## src/rtl/e1_ts0_pkg.sv

```systemverilog
package e1_ts0_pkg;
  localparam int SLOT_BITS = 8;
  localparam int NAT_W     = SLOT_BITS - 2;
  // slot bits 8..2 of the alignment pattern, written w[7:1]
  localparam logic [SLOT_BITS-2:0] ALIGN_TAIL = 7'b1101100;

  // word indexed by transmit position: w[0] leaves first
  function automatic logic [SLOT_BITS-1:0] ts0_word(input logic is_sync,
                                                   input logic [NAT_W-1:0] nat,
                                                   input logic intl);
    return is_sync ? {ALIGN_TAIL, intl} : {nat, 1'b1, intl};
  endfunction
endpackage

```

## src/rtl/e1_ts0_timebase.sv

```systemverilog
module e1_ts0_timebase #(
  parameter int FRAME_BITS = 256,
  parameter int CNT_W      = $clog2(FRAME_BITS)
) (
  input  logic             clk,
  input  logic             rst_n,
  input  logic             frs,
  output logic [CNT_W-1:0] cnt_q,
  output logic [CNT_W-1:0] cnt_next,
  output logic             started_q,
  output logic             sync_q,
  output logic             sync_next,
  output logic             frame_start
);
  localparam logic [CNT_W-1:0] LAST = CNT_W'(FRAME_BITS - 1);

  assign frame_start = frs | (started_q & (cnt_q == LAST));
  assign sync_next   = started_q ? ~sync_q : 1'b1;

  always_comb begin
    if (frame_start)    cnt_next = '0;
    else if (started_q) cnt_next = cnt_q + 1'b1;
    else                cnt_next = '0;
  end

  always_ff @(posedge clk) begin
    if (!rst_n) begin
      cnt_q     <= '0;
      started_q <= 1'b0;
      sync_q    <= 1'b0;
    end else begin
      cnt_q <= cnt_next;
      if (frame_start) begin
        started_q <= 1'b1;
        sync_q    <= sync_next;
      end
    end
  end
endmodule

```

## src/rtl/e1_ts0_word.sv

```systemverilog
module e1_ts0_word
  import e1_ts0_pkg::*;
(
  input  logic                 clk,
  input  logic                 rst_n,
  input  logic                 frame_start,
  input  logic                 sync_next,
  input  logic [NAT_W-1:0]     nat,
  input  logic                 intl,
  output logic [SLOT_BITS-1:0] word_now,
  output logic [SLOT_BITS-1:0] word_q
);
  assign word_now = ts0_word(sync_next, nat, intl);

  always_ff @(posedge clk) begin
    if (!rst_n)           word_q <= '0;
    else if (frame_start) word_q <= word_now;
  end
endmodule

```

## src/rtl/e1_ts0_serializer.sv

```systemverilog
module e1_ts0_serializer
  import e1_ts0_pkg::*;
#(
  parameter int CNT_W = 8
) (
  input  logic                 clk,
  input  logic                 rst_n,
  input  logic                 frame_start,
  input  logic [CNT_W-1:0]     cnt_next,
  input  logic [SLOT_BITS-1:0] word_now,
  input  logic [SLOT_BITS-1:0] word_q,
  output logic                 ser_out
);
  localparam int               IDX_W  = $clog2(SLOT_BITS);
  localparam logic [CNT_W-1:0] SLOT_C = CNT_W'(SLOT_BITS);

  logic bit_next;

  always_comb begin
    if (frame_start)          bit_next = word_now[0];
    else if (cnt_next < SLOT_C) bit_next = word_q[cnt_next[IDX_W-1:0]];
    else                      bit_next = 1'b0;
  end

  always_ff @(posedge clk) begin
    if (!rst_n) ser_out <= 1'b0;
    else        ser_out <= bit_next;
  end
endmodule

```

## src/rtl/e1_ts0_marker.sv

```systemverilog
module e1_ts0_marker #(
  parameter int CNT_W    = 8,
  parameter int MARK_POS = 9
) (
  input  logic             clk,
  input  logic             rst_n,
  input  logic             frame_start,
  input  logic             sync_q,
  input  logic             sync_next,
  input  logic [CNT_W-1:0] cnt_next,
  output logic             sync_mark
);
  localparam logic [CNT_W-1:0] MARK_C = CNT_W'(MARK_POS);

  always_ff @(posedge clk) begin
    if (!rst_n)                 sync_mark <= 1'b0;
    else if (frame_start)       sync_mark <= sync_next;
    else if (cnt_next == MARK_C) sync_mark <= ~sync_q;
  end
endmodule

```

## src/rtl/e1_ts0_inserter.sv

```systemverilog
module e1_ts0_inserter
  import e1_ts0_pkg::*;
#(
  parameter int FRAME_BITS = 256,
  parameter int MARK_POS   = 9
) (
  input  logic             clk,
  input  logic             rst_n,
  input  logic             frs,
  input  logic [NAT_W-1:0] nat_bits,
  input  logic             intl_bit,
  output logic             ser_out,
  output logic             sync_mark
);
  localparam int CNT_W = $clog2(FRAME_BITS);

  logic [CNT_W-1:0]     cnt_q, cnt_next;
  logic                 started_q, sync_q, sync_next, frame_start;
  logic [SLOT_BITS-1:0] word_now, word_q;

  e1_ts0_timebase #(.FRAME_BITS(FRAME_BITS), .CNT_W(CNT_W)) u_tb (
    .clk(clk), .rst_n(rst_n), .frs(frs),
    .cnt_q(cnt_q), .cnt_next(cnt_next), .started_q(started_q),
    .sync_q(sync_q), .sync_next(sync_next), .frame_start(frame_start)
  );

  e1_ts0_word u_word (
    .clk(clk), .rst_n(rst_n), .frame_start(frame_start), .sync_next(sync_next),
    .nat(nat_bits), .intl(intl_bit), .word_now(word_now), .word_q(word_q)
  );

  e1_ts0_serializer #(.CNT_W(CNT_W)) u_ser (
    .clk(clk), .rst_n(rst_n), .frame_start(frame_start), .cnt_next(cnt_next),
    .word_now(word_now), .word_q(word_q), .ser_out(ser_out)
  );

  e1_ts0_marker #(.CNT_W(CNT_W), .MARK_POS(MARK_POS)) u_mark (
    .clk(clk), .rst_n(rst_n), .frame_start(frame_start), .sync_q(sync_q),
    .sync_next(sync_next), .cnt_next(cnt_next), .sync_mark(sync_mark)
  );
endmodule

```

## config.mk

```make
export PLATFORM = sky130hd
export DESIGN_NAME = e1_ts0_inserter
export DESIGN_NICKNAME = d
export VERILOG_FILES = /design/src/rtl/e1_ts0_pkg.sv /design/src/rtl/e1_ts0_timebase.sv /design/src/rtl/e1_ts0_word.sv /design/src/rtl/e1_ts0_serializer.sv /design/src/rtl/e1_ts0_marker.sv /design/src/rtl/e1_ts0_inserter.sv
export SDC_FILE = /design/constraint.sdc
export NUM_CORES = 1
export LEC_CHECK = 0
export BUFFER_PORTS_ARGS = -buffer_cell sky130_fd_sc_hd__buf_2
export CORE_UTILIZATION = 25
export CTS_CLUSTER_SIZE = 14
export DETAILED_ROUTE_END_ITERATION = 8
export PLACE_DENSITY = 0.42
export SYNTH_ARGS = -nofsm -noshare
export SYNTH_HDL_FRONTEND = slang
export SYNTH_SLANG_ARGS = --single-unit
```

## constraint.sdc

```tcl
create_clock -name clk -period 2.5 [get_ports clk]
set_input_delay 0.375 -clock clk [delete_from_list [all_inputs] [get_ports clk]]
set_output_delay 0.375 -clock clk [all_outputs]
set_load 0.02 [all_outputs]
```

After elaboration in Yosys (flattened, before gate mapping)
Cells that the tools add are included.
W data, S select, Z words.
{"block": "op_classes", "n_reduce_logical": 1, "eq_ne": 2, "order_cmp": 2, "addsub": 1, "mux": 10, "bitwise_logic": 3}
{"op": "$mux W8", "count": 3}
{"op": "$add A8 B1 Y8 const B", "count": 1}
{"op": "$eq A8 B4 Y1 const B", "count": 1}
{"op": "$eq A8 B8 Y1 const B", "count": 1}
{"op": "$lt A8 B4 Y1 const B", "count": 1}
{"op": "$mux W1", "count": 6}
{"op": "$lt A3 B4 Y1 const B", "count": 1}
{"op": "$bmux W1 S3", "count": 1}
{"op": "$reduce_bool A2 Y1", "count": 1}
{"op": "$and A1 B1 Y1", "count": 1}
{"op": "$not A1 Y1", "count": 1}
{"op": "$or A1 B1 Y1", "count": 1}
{"block": "word_totals", "wordCells": 25, "output_inout_bits": 2, "inputBits": 10, "ff_bits": 20}

Longest topological paths before layout
{"block": "depth", "ltp_word": 8, "ltp_mapped": 7, "depth_no_buf": 6}

Modules after synthesis
From an unflattened synthesis, not the netlist that was laid out.
{"block": "hier_totals", "hier_cells": 116, "hier_area_um2": 1042.2}
{"module": "e1_ts0_timebase", "cells_per_inst": 59, "n_inst": 1, "area_each_um2": 476.7, "seq_area_each_um2": 200.2}
{"module": "e1_ts0_word", "cells_per_inst": 38, "n_inst": 1, "area_each_um2": 350.3, "seq_area_each_um2": 160.2}
{"module": "e1_ts0_serializer", "cells_per_inst": 11, "n_inst": 1, "area_each_um2": 122.6, "seq_area_each_um2": 20.0}
{"module": "e1_ts0_marker", "cells_per_inst": 8, "n_inst": 1, "area_each_um2": 92.6, "seq_area_each_um2": 20.0}

Worst setup path after synthesis
Ideal clock, no wire load.
{"block": "synth_timing", "path_type": "reg2reg", "start": "register u_tb.cnt_q[1]", "end": "register u_ser.ser_out", "path_buffers": 0, "arrival_time_ns": 1.818, "stages_incl_launch_ff": 7, "t_required_ns": 2.404, "synth_period_minus_slack_ns": 1.914, "slack_ns": 0.586, "setup_ns": 0.096, "path_cell_list": "dfxtp_1 > ha_1 > nand3_2 > o21ai_4 > nor4_1 > or4b_1 > o41ai_2"}
{"block": "synth_via", "elab_chain_len": 8, "word_cells_on_any_way": 11, "cone_classes": "add/sub (1); order compare (1); eq/ne (1); mux (6); bitwise (2)"}
{"element": "start, declared", "line_no": "e1_ts0_timebase.sv:8", "text": "output logic [CNT_W-1:0] cnt_q,"}
{"element": "start signal, assigned", "line_no": "e1_ts0_timebase.sv:32", "text": "cnt_q <= cnt_next;"}
{"element": "branches (longest 7 deep; another with $add A8 B1 Y8)"}
{"element": "$mux W1 (*)", "line_no": "e1_ts0_serializer.sv:20", "text": "if (frame_start) bit_next = word_now[0];"}
{"element": "end signal, assigned", "line_no": "e1_ts0_serializer.sv:27", "text": "else ser_out <= bit_next;"}
{"element": "end, declared", "line_no": "e1_ts0_serializer.sv:12", "text": "output logic ser_out"}
Mark *: on every way between the ends. The select of a mux whose other input is x is not followed.
A chain may end at the register's enable or synchronous reset.

Worst setup path after layout
{"block": "layout_timing", "start": "register u_tb.cnt_q[1]", "end": "register u_tb.cnt_q[5]"}
{"block": "layout_via", "elab_chain_len": 4, "word_cells_on_any_way": 6, "cone_classes": "add/sub (1); eq/ne (1); mux (2); bitwise (2)"}
{"element": "branches (longest 3 deep; another with $add A8 B1 Y8)"}
{"element": "$mux W8 (*)", "line_no": "e1_ts0_timebase.sv:21", "text": "if (frame_start) cnt_next = '0;"}
Mark *: on every way between the ends.

==> qor.log <==
[placement] number of instances in the placed design 173
[synth] cells after synthesis 119
[finish] signed area change from the synthesized netlist to the final layout 12.98%
[placement] Detailed Place HPWL 1761 um
[die] die width 66.53 um
[clock_tree] cells resized by post-CTS repair 0
[finish] post-route insts no fill 177
[power_and_ir_drop] maximum VDD drop 0.2760 mV
[clock_tree] buffer levels on the longest clock path 2
[sta] Final TNS setup 0 ns
[worst_setup_path] reg2reg end u_tb.cnt_q[5]
[worst_setup_path] data arrival time of the critical path 2.33 ns
[clock_tree] clock transition time at the flip-flop clock pins of the worst setup and hold paths 0.08 ns
[finish] leading cell type in the layout, fill and taps excluded dfxtp_1
[worst_setup_path] Critical Path Source Type register
[die] Die Area 4426 sq um
[drt] routed wirelength normalized by instance count 13.56 um
[worst_setup_path] Reg2Reg Depth 6
[run_status] outcome completed
[sta] max-slew violations 0
[global_routing] Remaining Overflow, GRT 0
[worst_setup_path] chain of cells forming the critical path ha_1, nand3_2, nor2_1, a21oi_1, nand3_1, nor2_1
[drt] initial detailed-routing violation count 36
[clock_tree] post-CTS setup repair buffer count 0
[clock_tree] total clock buffers created by CTS 3
[synth] Post-Synthesis Net Count 130
[finish] sequential cell area in the final layout 400.4 sq um
[synth] most instantiated flip-flop cell in the synthesis netlist dfxtp_1
[drt] routed wire length 2401 um
[die] die span in y 66.53 um
[synth] number of enable-type register cells in the synthesized netlist 0
[synth] Yosys Warn Count 0
[finish] number of inserted filler cells in the final layout 442
[worst_setup_path] start point of the critical path u_tb.cnt_q[1]
[global_routing] largest net degree at the start of global routing 16
[worst_setup_path] sort of element at the end of the critical path register
[clock_tree] Clock Root Buffer clkbuf_8
[placement] Setup Slack @ Placement 0.3470 ns
[power_and_ir_drop] Leakage Power 0.4402 nW
[worst_setup_path] end point of the critical path u_tb.cnt_q[5]
[sta] Min Clock Period, post-route 2.140 ns
[drt] count of nets left with antenna violations after detail routing 0
[finish] layout cells sized above 1 0.1969
[sta] highest clock frequency the design can meet 0.4674 GHz
[clock_tree] CTS H-Tree Depth 1
[drt] total number of vias 879
[finish] # diodes 0
[die] initial standard-cell utilization of the core 0.2602
[global_routing] global-route wire length before repair 4133 um
[hold_path] Hold Crit Class input pin to register
[hold_path] startpoint of the most critical hold path intl_bit
[finish] area of the multi-input gates 588.1 sq um
[worst_setup_path] reg-to-reg startpoint u_tb.cnt_q[1]
[global_routing] antenna violations before repair 0
[power_and_ir_drop] switching power of the nets 0.1523 mW
[sta] final setup skew 0.003234 ns
[clock_tree] clock sink count 20
[finish] commonest non-fill, non-tap cells in the layout 20 x dfxtp_1, 18 x nor2_1, 11 x buf_2
[worst_setup_path] Worst Setup Path Type register to register
[clock_tree] number of hold buffers added after CTS 0
[sta] transition at the pin with the smallest max-transition slack 0.8408 ns
[sta] part of the cycle the worst path needs 0.8559
[power_and_ir_drop] combinational group share of total power 0.088
[drt] TritonRoute pass-1 iters 2
[global_routing] vias in the first global route 850
[placement] I/O Buffers 11
[power_and_ir_drop] internal power consumption 0.4957 mW
[power_and_ir_drop] power density relative to cell area 551.0 nW/um^2
[power_and_ir_drop] power share of the clock group 0.388
[synth] Synth Cell Area 1041 sq um
[synth] flip-flop and latch count after synthesis 20
[sta] total setup violations reported at the end of the flow 0
[clock_tree] TritonCTS clock tree yes
[placement] RD Place Congestion 0.7276
[die] cell row count 23
[finish] net count of the finished layout 139
[clock_tree] clock latency at the later pin of the worst-skew pair 0.26 ns
[drt] # DRC 0
[sta] RSZ-0062 raised after global routing no
[worst_setup_path] Most common cell on crit path nor2_1
[worst_setup_path] required time of the critical path 2.69 ns
[die] core region area 4000 sq um
[die] Boundary Pins 12
[synth] mean instance size in the synthesized netlist 8.748 sq um
[worst_setup_path] flop2flop setup slack 0.36 ns
[drt] average vias per placed instance 4.966
[run] Max Cap Violations 0
[sta] Final Hold Slack 0.3579 ns
[synth] async set or reset register ratio after synthesis 0
[global_routing] Tot GR Track Use 0.1258
[worst_setup_path] largest driver fanout on the critical path 11
[power_and_ir_drop] sequential cell fraction of total power 0.524
[synth] part of the Yosys area used for sequential elements 0.3846
[synth] count of unique library cells instantiated by Yosys 41
[sta] final number of hold-violating endpoints 0
[worst_setup_path] largest stage delay on the critical path 0.67 ns
[worst_setup_path] CP max stage cell a21oi_1
[sta] final worst setup slack 0.3604 ns
[sta] worst relative slew slack 0.4394
[power_and_ir_drop] net switching fraction of the power 0.2351
-- cell usage after synthesis (2+ instances only) --
| cell type | number | area share |
|---|---|---|
| nor3_1 | 4 | 0.019 |
| xor2_1 | 3 | 0.025 |
| a21oi_1 | 4 | 0.019 |
| a21boi_0 | 3 | 0.022 |
| nor3b_1 | 6 | 0.043 |
| clkbuf_1 | 3 | 0.011 |
| nand3_1 | 4 | 0.019 |
| xnor2_1 | 3 | 0.025 |
| nand2_1 | 10 | 0.036 |
| nand4_1 | 4 | 0.024 |
| buf_2 | 3 | 0.014 |
| nor2_1 | 18 | 0.065 |
| inv_1 | 2 | 0.0072 |
| a31oi_1 | 4 | 0.024 |
| o21a_1 | 2 | 0.014 |
| nor4_1 | 2 | 0.012 |
| dfxtp_1 | 20 | 0.38 |
-- power groups by stage --
| stage | Sequential [mW] | Combinational (mW) | Clock (mW) |
|---|---|---|---|
| floorplan | 0.345 | 0.0395 | 0 |
| global placement | 0.347 | 0.0569 | 0 |
| detailed placement | 0.348 | 0.0575 | 0 |
| CTS | 0.340 | 0.0578 | 0.262 |
| global route | 0.342 | 0.0632 | 0.275 |
| finish | 0.340 | 0.0570 | 0.251 |
-- cell families (layout without fill, tap and decap cells) --
logic type / count (synthesis) / count (layout) / share of synthesized area
compound gates: 21 / 21 / 0.1563
xor+xnor: 6 / 6 / 0.05049
fa+ha+maj: 1 / 1 / 0.01202
buf+inv: 10 / 18 / 0.05048
flops: 20 / 20 / 0.3846
mux: 2 / 2 / 0.03245
simple gates: 59 / 59 / 0.3137
-- how the worst min path moves through the flow --
stage	end	cells past startpoint
floorplan	u_word.word_q[2]	2
global placement	u_word.word_q[2]	2
detailed placement	u_word.word_q[5]	2
CTS	u_ser.ser_out	3
global route	u_word.word_q[0]	3
finish	u_ser.ser_out	3
-- worst max-delay path: cells and delay by family (launching register included) --
| kind | cells | cell delay, ns |
|---|---|---|
| flip-flops | 1 | 0.37 |
| AO/OA/AOI/OAI | 1 | 0.67 |
| adder cells (fa/ha/maj) | 1 | 0.28 |
| AND/OR/NAND/NOR | 4 | 0.74 |
-- layer usage --
layer,up-vias,share of wire,track usage
li1,442,-,-
met1,423,0.48,0.1625
met2,10,0.48,0.2079
met3,4,0.026,0.03082
met4,0,0.0087,0.03191
met5,-,0,0
-- metrics by stage --
step / total power, mW / instance area [sq um] / util
6_report: 0.6480 / 1176 / 0.2940
5_1_grt: 0.6793 / 1176 / 0.2940
4_1_cts: 0.6595 / 1176 / 0.2940
3_5_place_dp: 0.4052 / 1121 / 0.2803
3_3_place_gp: 0.4043 / 1121 / 0.2803
2_1_floorplan: 0.3846 / 1041 / -
-- registers in the layout, summed over array words and instances (netlist names) --
register	count
u_ser.ser_out	1
u_tb.cnt_q	8
u_tb.sync_q	1
u_mark.sync_mark	1
u_tb.started_q	1
u_word.word_q	8
-- cell type report --
| cell class | count | area share |
|---|---|---|
| well taps | 50 | 0.05319 |
| multi-input cells | 89 | 0.5000 |
| flip-flops and latches | 20 | 0.3404 |
| inverters | 2 | 0.006383 |
| repair buffers | 12 | 0.05319 |
| clock buffers | 4 | 0.04681 |
Note: power is estimated with default switching activity, not from simulation.
